File: config.mk
export PLATFORM = sky130hd
export DESIGN_NAME = sar_adc_ctrl
export DESIGN_NICKNAME = d
export VERILOG_FILES = /design/src/rtl/sar_adc_pkg.sv /design/src/rtl/sar_tick_gen.sv /design/src/rtl/sar_core.sv /design/src/rtl/sar_result_bank.sv /design/src/rtl/sar_adc_ctrl.sv
export SDC_FILE = /design/constraint.sdc
export NUM_CORES = 1
export LEC_CHECK = 0
export CORE_ASPECT_RATIO = 0.8
export CORE_UTILIZATION = 25
export CTS_CLUSTER_DIAMETER = 120
export DETAILED_ROUTE_END_ITERATION = 16
export GPL_TIMING_DRIVEN = 0
export PLACE_DENSITY = 0.46
export SYNTH_ARGS = -nofsm -noshare
export SYNTH_HDL_FRONTEND = slang
export SYNTH_HIERARCHICAL = 1
export SYNTH_SLANG_ARGS = --single-unit
File: constraint.sdc
create_clock -name clk -period 2.6 [get_ports clk]
set_input_delay 0.39 -clock clk [delete_from_list [all_inputs] [get_ports clk]]
set_output_delay 0.39 -clock clk [all_outputs]
set_load 0.005 [all_outputs]
File: src/rtl/sar_adc_pkg.sv
package sar_adc_pkg;

    localparam int RES_W = 10;
    localparam int CHF_W = 3;

    localparam logic [7:0] CTRL0_ADDR = 8'h1E;
    localparam logic [7:0] CTRL1_ADDR = 8'h1F;
    localparam logic [7:0] RES_BASE   = 8'h20;

    typedef enum logic [1:0] {
        MODE_ONCE      = 2'b00,
        MODE_REPEAT    = 2'b01,
        MODE_SWEEP     = 2'b10,
        MODE_REP_SWEEP = 2'b11
    } adc_mode_e;

endpackage

File: src/rtl/sar_tick_gen.sv
module sar_tick_gen (
    input  logic clk,
    input  logic rst_n,
    input  logic clear,
    input  logic half_rate,
    output logic tick
);
    logic [1:0] cnt_q, cnt_d;

    always_comb begin
        cnt_d = clear ? 2'd0 : cnt_q + 2'd1;
        tick  = half_rate ? cnt_q[0] : (cnt_q == 2'd3);
    end

    always_ff @(posedge clk or negedge rst_n) begin
        if (!rst_n) cnt_q <= 2'd0;
        else        cnt_q <= cnt_d;
    end
endmodule

File: src/rtl/sar_core.sv
module sar_core #(
    parameter int W = 10
) (
    input  logic         clk,
    input  logic         rst_n,
    input  logic         start,
    input  logic         abort,
    input  logic         tick,
    input  logic         cmp_in,
    output logic [W-1:0] dac_code,
    output logic         done,
    output logic [W-1:0] result
);
    typedef struct packed {
        logic         run;
        logic [W-1:0] acc;
        logic [W-1:0] trial;
    } core_t;

    core_t q, d;

    assign dac_code = q.acc | q.trial;
    assign done     = q.run && tick && q.trial[0];
    assign result   = cmp_in ? (q.acc | q.trial) : q.acc;

    always_comb begin
        d = q;
        if (abort) begin
            d = '0;
        end else if (start) begin
            d.run   = 1'b1;
            d.acc   = '0;
            d.trial = {1'b1, {(W-1){1'b0}}};
        end else if (q.run && tick) begin
            if (q.trial[0]) begin
                d = '0;
            end else begin
                d.acc   = result;
                d.trial = q.trial >> 1;
            end
        end
    end

    always_ff @(posedge clk or negedge rst_n) begin
        if (!rst_n) q <= '0;
        else        q <= d;
    end
endmodule

File: src/rtl/sar_result_bank.sv
module sar_result_bank #(
    parameter int NUM_CH = 8,
    parameter int W      = 10,
    localparam int CH_W  = $clog2(NUM_CH)
) (
    input  logic            clk,
    input  logic            rst_n,
    input  logic            wr_en,
    input  logic [CH_W-1:0] wr_ch,
    input  logic [W-1:0]    wr_data,
    input  logic            ten_bit,
    input  logic [CH_W-1:0] rd_ch,
    input  logic            rd_high,
    output logic [7:0]      rd_byte
);
    localparam int HI_W = W - 8;

    logic [7:0]      low_arr  [NUM_CH];
    logic [HI_W-1:0] high_arr [NUM_CH];

    for (genvar g = 0; g < NUM_CH; g++) begin : g_ch
        logic [7:0]      low_q,  low_d;
        logic [HI_W-1:0] high_q, high_d;

        always_comb begin
            low_d  = low_q;
            high_d = high_q;
            if (wr_en && (wr_ch == CH_W'(g))) begin
                if (ten_bit) begin
                    low_d  = wr_data[7:0];
                    high_d = wr_data[W-1:8];
                end else begin
                    low_d  = wr_data[W-1:W-8];
                    high_d = '0;
                end
            end
        end

        always_ff @(posedge clk or negedge rst_n) begin
            if (!rst_n) begin
                low_q  <= '0;
                high_q <= '0;
            end else begin
                low_q  <= low_d;
                high_q <= high_d;
            end
        end

        assign low_arr[g]  = low_q;
        assign high_arr[g] = high_q;
    end

    assign rd_byte = rd_high ? {{(8-HI_W){1'b0}}, high_arr[rd_ch]} : low_arr[rd_ch];
endmodule

File: src/rtl/sar_adc_ctrl.sv
module sar_adc_ctrl
    import sar_adc_pkg::*;
#(
    parameter int NUM_CH     = 8,
    parameter int SETTLE_CYC = 16
) (
    input  logic             clk,
    input  logic             rst_n,
    input  logic [7:0]       bus_addr,
    input  logic             bus_wr,
    input  logic [7:0]       bus_wdata,
    output logic [7:0]       bus_rdata,
    input  logic             cmp_in,
    output logic [RES_W-1:0] dac_code,
    output logic [2:0]       chan_sel,
    output logic             ladder_en,
    output logic             irq
);
    localparam int CH_W     = $clog2(NUM_CH);
    localparam int SETTLE_W = $clog2(SETTLE_CYC + 1);
    localparam logic [CH_W-1:0] LAST_CH = CH_W'(NUM_CH - 1);

    typedef struct packed {
        logic                clk_half;
        logic                busy;
        adc_mode_e           mode;
        logic [CHF_W-1:0]    chan;
        logic                ten_bit;
        logic                ladder_off;
        logic [SETTLE_W-1:0] settle;
        logic [CH_W-1:0]     cur_ch;
        logic                irq;
    } ctl_t;

    ctl_t q, d;

    logic             tick, core_start, core_abort, core_done;
    logic [RES_W-1:0] core_result;
    logic             store_en;
    logic [CH_W-1:0]  store_ch;
    logic [7:0]       rd_off, bank_byte;
    logic             rd_hit;
    logic             wr_c0, wr_c1, start_ok;
    logic             busy_w;
    logic [1:0]       mode_w;

    assign wr_c0    = bus_wr && (bus_addr == CTRL0_ADDR);
    assign wr_c1    = bus_wr && (bus_addr == CTRL1_ADDR);
    assign start_ok = !q.ladder_off && (q.settle == '0);
    assign rd_off   = bus_addr - RES_BASE;
    assign rd_hit   = (bus_addr >= RES_BASE) && (rd_off < 8'(2 * NUM_CH));

    always_comb begin
        d          = q;
        d.irq      = 1'b0;
        core_start = 1'b0;
        core_abort = 1'b0;
        store_en   = 1'b0;
        store_ch   = q.cur_ch;

        if (q.settle != '0) d.settle = q.settle - SETTLE_W'(1);

        if (core_done) begin
            store_en = 1'b1;
            unique case (q.mode)
                MODE_ONCE: begin
                    d.busy = 1'b0;
                    d.irq  = 1'b1;
                end
                MODE_REPEAT: begin
                    core_start = 1'b1;
                end
                MODE_SWEEP: begin
                    if (q.cur_ch == LAST_CH) begin
                        d.busy = 1'b0;
                        d.irq  = 1'b1;
                    end else begin
                        d.cur_ch   = q.cur_ch + CH_W'(1);
                        core_start = 1'b1;
                    end
                end
                MODE_REP_SWEEP: begin
                    core_start = 1'b1;
                    if (q.cur_ch == LAST_CH) begin
                        d.cur_ch = '0;
                        d.irq    = 1'b1;
                    end else begin
                        d.cur_ch = q.cur_ch + CH_W'(1);
                    end
                end
                default: ;
            endcase
        end

        if (wr_c1) begin
            d.ten_bit    = bus_wdata[3];
            d.ladder_off = bus_wdata[5];
            if (!bus_wdata[5] && q.ladder_off)
                d.settle = SETTLE_W'(SETTLE_CYC);
            if (bus_wdata[5] && q.busy) begin
                core_abort = 1'b1;
                d.busy     = 1'b0;
            end
        end

        if (wr_c0) begin
            d.clk_half = bus_wdata[7];
            d.mode     = adc_mode_e'(bus_wdata[4:3]);
            d.chan     = bus_wdata[2:0];
            if (!q.busy && bus_wdata[6] && start_ok) begin
                d.busy     = 1'b1;
                core_start = 1'b1;
                if (bus_wdata[4]) d.cur_ch = '0;
                else              d.cur_ch = CH_W'(bus_wdata[2:0]);
            end else if (q.busy && !bus_wdata[6]) begin
                d.busy     = 1'b0;
                core_abort = 1'b1;
            end
        end

        if (core_abort) begin
            store_en   = 1'b0;
            core_start = 1'b0;
            d.irq      = 1'b0;
            d.busy     = 1'b0;
        end
    end

    always_ff @(posedge clk or negedge rst_n) begin
        if (!rst_n) begin
            q            <= '0;
            q.ladder_off <= 1'b1;
        end else begin
            q <= d;
        end
    end

    always_comb begin
        bus_rdata = 8'h00;
        if (bus_addr == CTRL0_ADDR)
            bus_rdata = {q.clk_half, q.busy, 1'b0, q.mode, q.chan};
        else if (bus_addr == CTRL1_ADDR)
            bus_rdata = {2'b00, q.ladder_off, 1'b0, q.ten_bit, 3'b000};
        else if (rd_hit)
            bus_rdata = bank_byte;
    end

    sar_tick_gen u_tick (
        .clk       (clk),
        .rst_n     (rst_n),
        .clear     (core_start),
        .half_rate (q.clk_half),
        .tick      (tick)
    );

    sar_core #(.W(RES_W)) u_core (
        .clk      (clk),
        .rst_n    (rst_n),
        .start    (core_start),
        .abort    (core_abort),
        .tick     (tick),
        .cmp_in   (cmp_in),
        .dac_code (dac_code),
        .done     (core_done),
        .result   (core_result)
    );

    sar_result_bank #(.NUM_CH(NUM_CH), .W(RES_W)) u_bank (
        .clk     (clk),
        .rst_n   (rst_n),
        .wr_en   (store_en),
        .wr_ch   (store_ch),
        .wr_data (core_result),
        .ten_bit (q.ten_bit),
        .rd_ch   (rd_off[CH_W:1]),
        .rd_high (rd_off[0]),
        .rd_byte (bank_byte)
    );

    assign chan_sel  = 3'(q.cur_ch);
    assign ladder_en = !q.ladder_off;
    assign irq       = q.irq;
    assign busy_w    = q.busy;
    assign mode_w    = q.mode;
endmodule

==> results of run 1 <==
registers in the layout (all words and copies together) (netlist names):
register / flops
u_bank/g_ch.low_q: 64
u_core/q: 21
u_bank/g_ch.high_q: 16
q: 11
chan_sel: 3
mode_w: 2
u_tick/cnt_q: 2
busy_w: 1
irq: 1
per-stage QoR:
stage	power [W]	utilization	setup TNS, ns
4_1_cts	0.006306	0.3284	-0.08345
3_5_place_dp	0.003782	0.2913	-84.79
2_1_floorplan	0.003198	-	0
6_report	0.006230	0.3295	0
3_3_place_gp	0.003744	0.2901	-521.83
5_1_grt	0.006578	0.3295	-0.008958
power groups by stage:
stage                     clock, W  combinational, W  sequential (W)
after floorplan                  0          0.000885         0.00231
after global placement           0           0.00136         0.00239
after detailed placement         0           0.00138         0.00240
after CTS                  0.00250           0.00144         0.00237
after global routing       0.00259           0.00159         0.00240
final                      0.00244           0.00142         0.00237
how the worst max path moves through the flow:
stage,depth (start not counted),start,to,slack [ns]
6_report,5,u_bank/g_ch[3].low_q[1],bus_rdata[1],0.03
5_1_grt,6,bus_addr[7],bus_rdata[7],-0.009
4_1_cts,5,u_bank/g_ch[3].low_q[6],bus_rdata[6],-0.08
3_5_place_dp,9,bus_addr[2],u_bank/g_ch[3].low_q[6],-0.95
3_3_place_gp,1,rst_n,u_core/q[13],-3.69
2_1_floorplan,9,bus_addr[2],u_bank/g_ch[0].low_q[5],0.34
per-layer routing:
metal | up-vias | share of wire | GRT usage
met5 | - | 0 | 0
met4 | 0 | 0.0067 | 0.03844
met3 | 11 | 0.047 | 0.02859
met2 | 103 | 0.43 | 0.2038
met1 | 2366 | 0.52 | 0.2199
li1 | 2140 | - | -
worst max-delay path, cell delays in order (launching register included):
cell and delay (ns):
dfrtp_1 0.38, mux4_2 0.47, a22oi_1 0.26, nand3_1 0.16, a22o_1 0.23, dlygate4sd2_1 0.26
layout make-up:
type                            instances  area (sq um)
Fill cell                            2398         15770
Sequential cell                       121          3029
Multi-Input combinational cell        386          2830
Timing Repair Buffer                   57         574.3
Clock buffer                           19         442.9
Tap cell                              312         390.4
Buffer                                 38         265.3
Clock inverter                         13         170.2
Inverter                               13         48.80
cell usage after synthesis (all sizes together):
cell	count	share of area
nand3	5	0.0042
ha	8	0.017
xor2	1	0.0015
a41oi	9	0.013
mux2i	15	0.025
nand2b	2	0.0021
nor2b	6	0.0062
nand2	94	0.059
a32o	1	0.0017
a21o	9	0.011
a21bo	11	0.018
a22o	6	0.0087
or3	1	0.0010
nor3	5	0.0042
a22oi	3	0.0037
o21ai	85	0.077
and4	1	0.0015
o31ai	1	0.0012
mux2	10	0.021
nand4bb	3	0.0056
or4b	1	0.0023
or3b	1	0.0019
a211o	1	0.0015
dfstp	1	0.0044
a21oi	19	0.016
and3	4	0.0050
buf	17	0.020
o21bai	1	0.0012
a2111oi	1	0.0015
nor4b	2	0.0079
clkbuf	23	0.014
a311o	1	0.0017
dfrtp	120	0.50
nand4b	13	0.019
mux4	20	0.075
or2	11	0.011
nor3b	2	0.0025
nand4	1	0.0010
nor2	30	0.023
xnor2	2	0.0029
inv	13	0.0081
logic make-up after synthesis:
kind of cell	count (synthesis)	synth area share
mux	45	0.1203
compound gates	148	0.1564
simple gates	182	0.1570
flops	121	0.5029
buf+inv	53	0.04238
xor+xnor	3	0.004363
fa+ha+maj	8	0.01662
layout by cell type (no fill, tap or decap), types with 3 or more instances in the layout:
cell type,count
o21ai_0,75
ha_1,8
buf_6,7
clkbuf_1,5
nor2_1,18
or2_2,9
dlygate4sd2_1,8
mux2i_4,3
bufinv_16,3
mux4_2,20
dfrtp_1,120
clkbuf_2,15
o21ai_2,10
a41oi_1,9
clkdlybuf4s50_1,28
a21bo_1,4
nor2b_1,6
nor2_2,11
buf_4,15
a21o_1,9
a22o_1,6
inv_1,13
nand4b_1,13
nand3_1,5
a21oi_1,18
mux2_2,7
clkbuf_8,3
clkinv_4,4
nor3_1,3
nand2_1,94
mux2_4,3
clkbuf_16,17
nand4bb_1,3
mux2i_1,10
clkinvlp_4,3
buf_2,9
a21bo_2,7
a22oi_1,3
repair_timing:
action	CTS	global route
hold buffers	1	0
hold endpoints to repair	31	0
resized for setup	60	9
setup endpoints to repair	107	26
cloned	1	0
pin swaps	5	2
setup buffers	11	2
==> results.md, run 1 <==
* Post-route DRC at 0
* Die footprint at 0.02472 sq mm
* Grt total ovfl at 0
* Mean Syn Cell Area at 10.76 sq um
* CTS clk-pin slew, worst paths at 0.06 ns
* FF-to-FF setup slack at 0.12 ns
* Cells on worst reg2reg path at 9
* Worst-skew pair later-pin latency at 0.42 ns
* Hold slack at 0.4230 ns
* Area growth syn-to-layout at 28.69%
* Post-Syn Area at 0.006023 sq mm
* Ant diodes at 0
* Switching power at 0.001867 W
* Initial drt markers at 305
* Final Cell Area at 0.007751 sq mm
* Power density cells at 803.7 mW/mm^2
* Startpoint Class: flip-flop
* Actual slew at the worst max-slew pin at 0.7416 ns
* Seq pwr share at 0.380
* Final period util at 0.9873
* Global Route Usage Sum at 0.1440
* Height of the die at 140.8 um
* WP data required at 2.21 ns
* Area after DPL at 0.006853 sq mm
* WL final at 16900 um
* Avg Vias per Cell at 4.818
* Longest Clk Path Bufs at 2
* Synth Net Count at 588
* CTS tree: built
* Sw Ratio at 0.2997
* Dpl ws at -0.9458 ns
* Initial antenna violation count at 0
* Die Wd at 175.5 um
* Combinational power share at 0.228
* Hold Fails Final Rpt at 0
* Syn. warnings at 6
* Clock skew at 0.009694 ns
* Layout cells sized above 1 at 0.2597
* Detail Route Antenna Nets at 0
* HP Start: cmp_in
* CTS H-tree lvls at 4
* Fin. max-slew vios at 0
* Fin cells at 959
* Largest net degree at the start of global routing at 90
* Cell internal pwr at 0.004363 W
* FF-to-FF End: u_bank/g_ch[0].low_q[0]
* First-pass GRT wire length at 26990 um
* Hpwl dp at 11540 um
* Netlist cell types at 49
* Time the worst path needs with I/O delays and setup at 2.567 ns
* CTS Sinks at 121
* Max Freq at 389.6 MHz
* Core area at 0.02352 sq mm
* Leakage at 3.425 nW
* Hold Path End: u_core/q[11]
* Register area share after synthesis at 0.5029
* Post-synthesis instance total at 560
* I/O pins at 43
* Clock share of power at 0.392
* GP Congestion at 0.7583
* Worst Path Max Fanout at 2
* Worst setup EP type: primary output
* Inserted Clock Buffers at 17
* Final-stage net count at 662
* Vias in the first global route at 4635
* Max-capacitance violation count at 0
* Worst setup margin at 0.03311 ns
* Port buffer count at 41
* Relative slew slack at 0.4915
* TritonRoute pass-1 iters at 5
* Hold Crit Class: in -> reg
* Via Count at 4620
* Status: finished clean
* Final setup fails at 0
* Row count at 50
* Routed WL per cell at 17.62 um
* Reg-to-Reg Start: q[17]
* Worst hold stages at 3
* Critical path type: reg -> out
* Initial core utilization at 0.2561
* Worst vdd ir at 0.4495 mV
* Flop and latch count out of synthesis at 121
* Root cell of the clock tree: clkbuf_16
* Arr. time, crit path at 2.18 ns
* Placed insts at 914
No activity file was read; power rests on OpenSTA's default activity.
==> run 2: changes to the inputs <==
--- a/config.mk
+++ b/config.mk
@@ -10,6 +10,7 @@
 export CTS_CLUSTER_DIAMETER = 120
 export DETAILED_ROUTE_END_ITERATION = 16
 export GPL_TIMING_DRIVEN = 0
+export MAX_ROUTING_LAYER = met4
 export PLACE_DENSITY = 0.46
 export SYNTH_ARGS = -nofsm -noshare
 export SYNTH_HDL_FRONTEND = slang
==> results.md, run 2 (same netlist as run 1, synthesis figures left out) <==
* WP data required at 2.21 ns (about the same)
* Worst-skew pair later-pin latency at 0.41 ns (was 0.42 ns)
* Global Route Usage Sum at 0.1484 (was 0.1440)
* GP Congestion at 0.7682 (was 0.7583)
* Startpoint Class: flip-flop (unchanged)
* Most common cell after layout, fill and taps aside: dfrtp_1 (unchanged)
* Power density cells at 802.7 mW/mm^2 (was 803.7 mW/mm^2)
* CTS clk-pin slew, worst paths at 0.06 ns (about the same)
* Relative slew slack at 0.4841 (was 0.4915)
* Fillcell total at 2398 (unchanged)
* Layout cells sized above 1 at 0.2597 (unchanged)
* Grt total ovfl at 0 (unchanged)
* WL final at 16870 um (was 16900 um)
* Core area at 0.02352 sq mm (unchanged)
* Row count at 50 (unchanged)
* Worst Path Max Fanout at 2 (unchanged)
* Area after DPL at 0.006853 sq mm (unchanged)
* Final core occ at 0.3295 (unchanged)
* Critical path type: reg -> out (unchanged)
* Final Cell Area at 0.007751 sq mm (unchanged)
* Initial core utilization at 0.2561 (unchanged)
* Die Wd at 175.5 um (unchanged)
* I/O pins at 43 (unchanged)
* Initial drt markers at 271 (was 305)
* Routed WL per cell at 17.60 um (was 17.62 um)
* Avg Vias per Cell at 4.812 (was 4.818)
* Biggest registers after layout: u_bank/g_ch.low_q: 64 flops, u_core/q: 21 flops, u_bank/g_ch.high_q: 16 flops (unchanged)
* Final period util at 0.9867 (was 0.9873)
* Reg area at 0.003029 sq mm (unchanged)
* HP Start: cmp_in (unchanged)
* Hold Crit Class: in -> reg (unchanged)
* CTS H-tree lvls at 4 (unchanged)
* Time the worst path needs with I/O delays and setup at 2.565 ns (was 2.567 ns)
* Longest Clk Path Bufs at 2 (unchanged)
* Height of the die at 140.8 um (unchanged)
* Final setup fails at 0 (unchanged)
* Initial antenna violation count at 0 (unchanged)
* Worst setup EP type: primary output (unchanged)
* Hold Fails Final Rpt at 0 (unchanged)
* Final-stage net count at 662 (unchanged)
* Arr. time, crit path at 2.18 ns (about the same)
* Area of the multi-input gates at 0.002830 sq mm (unchanged)
* Max-capacitance violation count at 0 (unchanged)
* Die footprint at 0.02472 sq mm (unchanged)
* Largest net degree at the start of global routing at 90 (unchanged)
* Actual slew at the worst max-slew pin at 0.7523 ns (was 0.7416 ns)
* Area growth syn-to-layout at 28.69% (unchanged)
* Port buffer count at 41 (unchanged)
* Max Freq at 389.8 MHz (was 389.6 MHz)
* Hold slack at 0.4234 ns (was 0.4230 ns)
* Leakage at 3.425 nW (unchanged)
* Detail Route Antenna Nets at 0 (unchanged)
* Vias in the first global route at 4631 (was 4635)
* CTS tree: built (unchanged)
* Root cell of the clock tree: clkbuf_16 (unchanged)
* Clock skew at 0.01019 ns (was 0.009694 ns)
* Worst hold stages at 3 (unchanged)
* FF-to-FF End: u_bank/g_ch[0].low_q[0] (unchanged)
* Most frequent cells in the layout: dfrtp_1, nand2_1, o21ai_0, clkdlybuf4s50_1, mux4_2 (unchanged)
* TritonRoute pass-1 iters at 5 (unchanged)
* Ant diodes at 0 (unchanged)
* Largest Register: u_bank/g_ch.low_q (unchanged)
* Post-route DRC at 0 (unchanged)
* Status: finished clean (unchanged)
* Fin. max-slew vios at 0 (unchanged)
* Reg-to-Reg Start: q[17] (unchanged)
* Max FFs per register at 64 (unchanged)
* Worst vdd ir at 0.4452 mV (was 0.4495 mV)
* Cells on worst reg2reg path at 9 (unchanged)
* Inserted Clock Buffers at 17 (unchanged)
* CTS Sinks at 121 (unchanged)
* Via Count at 4615 (was 4620)
* First-pass GRT wire length at 26970 um (was 26990 um)
* Hold Path End: u_core/q[11] (unchanged)
* Hpwl dp at 11540 um (unchanged)
* FF-to-FF setup slack at 0.12 ns (about the same)
## run 2: cell counts in the layout (fill, tap and decap cells not counted)
No cell type changed its count.
## run 2: per-layer routing
layer  routed length, um  track usage  up-vias
met5                   0            -        -
met4                 106      0.03844        0
met3                 871      0.02886       11
met2                7227       0.2032      119
met1                8668       0.2204     2342
li1                    -            -     2143
## run 2: how the worst max path moves through the flow
stage	from	to	slack, ns	cells after the start
floorplan	bus_addr[2]	u_bank/g_ch[0].low_q[5]	0.34	9
global placement	rst_n	u_core/q[13]	-3.69	1
detailed placement	bus_addr[2]	u_bank/g_ch[3].low_q[6]	-0.95	9
CTS	u_bank/g_ch[3].low_q[6]	bus_rdata[6]	-0.08	5
global route	bus_addr[7]	bus_rdata[7]	-0.009	6
finish	u_bank/g_ch[3].low_q[1]	bus_rdata[1]	0.03	5
## run 2: final cells by class
type | count | share of cell area
clock inverters | 13 | 0.02195
plain buffers | 38 | 0.03422
multi-input cells | 386 | 0.3651
inverters | 13 | 0.006295
flip-flops and latches | 121 | 0.3908
clock buffers | 19 | 0.05714
repair buffers | 57 | 0.07409
well taps | 312 | 0.05036
## run 2: critical path, stage by stage (launching register included)
cell	delay, ns
dfrtp_1	0.38
mux4_2	0.47
a22oi_1	0.26
nand3_1	0.15
a22o_1	0.23
dlygate4sd2_1	0.26
## run 2: where the power goes
group / internal (W) / switching (W)
clock network: 0.00154 / 0.000893
registers: 0.00212 / 0.000247
logic: 0.000702 / 0.000719
## run 2: what timing repair did
item                                    in CTS  in global routing
endpoints found under the hold margin       31                  0
cloned                                       1                  0
pin swaps                                    5                  2
endpoints found under the setup margin     107                 26
hold buffers                                 1                  0
setup buffers                               11                  2
gates resized for setup                     60                  9
## run 2: metrics by stage
step	setup TNS (ns)	total power, W	std cells	setup WS, ns
floorplan	0	0.003198	560	0.3436
global placement	-521.83	0.003744	913	-3.694
detailed placement	-84.79	0.003782	914	-0.9458
CTS	-0.08345	0.006306	958	-0.08345
global route	-0.008958	0.006578	959	-0.008958
finish	0	0.006222	959	0.03451
==> run 3: changes to the inputs <==
--- a/config.mk
+++ b/config.mk
@@ -5,13 +5,14 @@
 export SDC_FILE = /design/constraint.sdc
 export NUM_CORES = 1
 export LEC_CHECK = 0
+export CAP_MARGIN = 20
 export CORE_ASPECT_RATIO = 0.8
-export CORE_UTILIZATION = 25
+export CORE_UTILIZATION = 59
 export CTS_CLUSTER_DIAMETER = 120
 export DETAILED_ROUTE_END_ITERATION = 16
 export GPL_TIMING_DRIVEN = 0
 export MAX_ROUTING_LAYER = met4
-export PLACE_DENSITY = 0.46
+export PLACE_DENSITY = 0.85
 export SYNTH_ARGS = -nofsm -noshare
 export SYNTH_HDL_FRONTEND = slang
 export SYNTH_HIERARCHICAL = 1
==> results.md, run 3 (same netlist as run 1, synthesis figures left out) <==
* Worst vdd ir at 0.6170 mV (was 0.4452 mV)
* Hold Fails Final Rpt at 0 (unchanged)
* Layout cells sized above 1 at 0.2566 (was 0.2597)
* Most common cell after layout, fill and taps aside: dfrtp_1 (unchanged)
* Reg-to-Reg Start: u_tick/cnt_q[0] (was q[17])
* CTS clk-pin slew, worst paths at 0.05 ns (was 0.06 ns)
* Critical path type: reg -> out (unchanged)
* Avg Vias per Cell at 6.425 (was 4.812)
* WP data required at 2.21 ns (about the same)
* Area of the multi-input gates at 0.002828 sq mm (was 0.002830 sq mm)
* CTS Sinks at 121 (unchanged)
* Area after DPL at 0.006633 sq mm (was 0.006853 sq mm)
* CP Launch Point: u_bank/g_ch[7].low_q[2] (was u_bank/g_ch[3].low_q[1])
* Via Count at 5031 (was 4615)
* Die Wd at 115.0 um (was 175.5 um)
* I/O pins at 43 (unchanged)
* Final Cell Area at 0.007545 sq mm (was 0.007751 sq mm)
* Time the worst path needs with I/O delays and setup at 2.702 ns (was 2.565 ns)
* Ant diodes at 0 (unchanged)
* Core area at 0.009769 sq mm (was 0.02352 sq mm)
* Final period util at 1.039 (was 0.9867)
* Most frequent cells in the layout: dfrtp_1, nand2_1, o21ai_0, clkdlybuf4s50_1, mux4_2 (unchanged)
* Hpwl dp at 10370 um (was 11540 um)
* Fin cells at 783 (was 959)
* Routed WL per cell at 21.78 um (was 17.60 um)
* Initial core utilization at 0.6165 (was 0.2561)
* Setup crit end: bus_rdata[2] (was bus_rdata[1])
* Grt total ovfl at 0 (unchanged)
* Port buffer count at 41 (unchanged)
* Biggest registers after layout: u_bank/g_ch.low_q: 64 flops, u_core/q: 21 flops, u_bank/g_ch.high_q: 16 flops (unchanged)
* Row count at 32 (was 50)
* Clock skew at 0.008237 ns (was 0.01019 ns)
* WL final at 17050 um (was 16870 um)
* GP Congestion at 0.8090 (was 0.7682)
* Fillcell total at 616 (was 2398)
* Fin. max-slew vios at 0 (unchanged)
* Actual slew at the worst max-slew pin at 0.7872 ns (was 0.7523 ns)
* Failing checks: setup timing
* Worst setup margin at -0.1023 ns (was 0.03451 ns)
* Initial antenna violation count at 0 (unchanged)
* Dpl ws at -0.7687 ns (was -0.9458 ns)
* Die footprint at 0.01062 sq mm (was 0.02472 sq mm)
* Placed insts at 738 (was 914)
* Worst Path Max Fanout at 2 (unchanged)
* Startpoint Class: flip-flop (unchanged)
* Hold slack at 0.4185 ns (was 0.4234 ns)
* Post-route DRC at 0 (unchanged)
* Area growth syn-to-layout at 25.26% (was 28.69%)
* Vias in the first global route at 5062 (was 4631)
* Arr. time, crit path at 2.31 ns (was 2.18 ns)
* Hold Crit Class: in -> async (was in -> reg)
* FF-to-FF setup slack at 0 ns (was 0.12 ns)
* Root cell of the clock tree: clkbuf_16 (unchanged)
* Max FFs per register at 64 (unchanged)
* Global Route Usage Sum at 0.3565 (was 0.1484)
* RSZ-0062 raised after global routing: true
* First-pass GRT wire length at 26640 um (was 26970 um)
* Worst-skew pair later-pin latency at 0.42 ns (was 0.41 ns)
* Largest net degree at the start of global routing at 89 (was 90)
* Reg area at 0.003029 sq mm (unchanged)
* Worst setup EP type: primary output (unchanged)
* Inserted Clock Buffers at 17 (unchanged)
* TritonRoute pass-1 iters at 5 (unchanged)
* Initial drt markers at 528 (was 271)
* Cells on worst reg2reg path at 10 (was 9)
* Detail Route Antenna Nets at 0 (unchanged)
* Leakage at 3.477 nW (was 3.425 nW)
* Max Freq at 370.0 MHz (was 389.8 MHz)
* CTS H-tree lvls at 4 (unchanged)
* Status: finished, violations left (was finished clean)
* Final-stage net count at 663 (was 662)
* Largest Register: u_bank/g_ch.low_q (unchanged)
* Max-capacitance violation count at 0 (unchanged)
* CTS tree: built (unchanged)
* FF-to-FF End: u_bank/g_ch[0].low_q[7] (was u_bank/g_ch[0].low_q[0])
* Height of the die at 92.37 um (was 140.8 um)
* Final setup fails at 4 (was 0)
* Relative slew slack at 0.4602 (was 0.4841)
* Longest Clk Path Bufs at 2 (unchanged)
* Power density cells at 839.4 mW/mm^2 (was 802.7 mW/mm^2)
[run 3: worst min path at each step]
| stage | slack (ns) | cells past startpoint | to |
|---|---|---|---|
| final | 0.42 | 2 | u_bank/g_ch[1].low_q[6] |
| after global routing | 0.43 | 3 | u_core/q[14] |
| after CTS | 0.41 | 3 | u_core/q[19] |
| after detailed placement | 0.30 | 1 | u_bank/g_ch[1].low_q[6] |
| after global placement | 0.45 | 1 | u_tick/cnt_q[0] |
| after floorplan | 0.09 | 0 | busy_w |
[run 3: what timing repair did]
item                                    CTS  global route
pin swaps                                 4             4
gates cloned                              1             0
hold buffers                              1             0
endpoints found under the hold margin    33             0
endpoints found under the setup margin  101           105
gates resized for setup                  48            17
buffers inserted                         11             3
[run 3: layout make-up]
type	count	share of cell area
Buffer	38	0.03433
Clock buffer	25	0.06700
Clock inverter	6	0.01476
Inverter	13	0.006468
Multi-Input combinational cell	386	0.3748
Sequential cell	121	0.4015
Tap cell	136	0.02255
Timing Repair Buffer	58	0.07861
[run 3: power breakdown]
group,switching [W],leakage [nW],internal (W)
logic,0.000782,1.53,0.000712
clock network,0.000815,0.300,0.00163
registers,0.000274,1.64,0.00212
total,0.00187,3.48,0.00446
[run 3: layer usage]
layer / up-vias / GRT usage / wire length, um
li1: 2144 / - / -
met1: 2493 / 0.4551 / 6582
met2: 310 / 0.5462 / 8283
met3: 84 / 0.1041 / 1623
met4: 0 / 0.1310 / 561
met5: - / - / 0
[run 3: critical path: stages, from the launching register on]
cell	delay, ns
dfrtp_1	0.38
mux4_2	0.49
mux2i_2	0.24
nor2_1	0.12
a22o_1	0.22
clkdlybuf4s50_1	0.45
[run 3: through the flow]
stage / total power [W] / utilization / setup TNS [ns]
2_1_floorplan: 0.003198 / - / 0
4_1_cts: 0.006261 / 0.7651 / -0.9576
3_5_place_dp: 0.003766 / 0.6789 / -70.12
6_report: 0.006333 / 0.7723 / -0.1924
5_1_grt: 0.006561 / 0.7723 / -0.8254
3_3_place_gp: 0.003678 / 0.6760 / -460.70
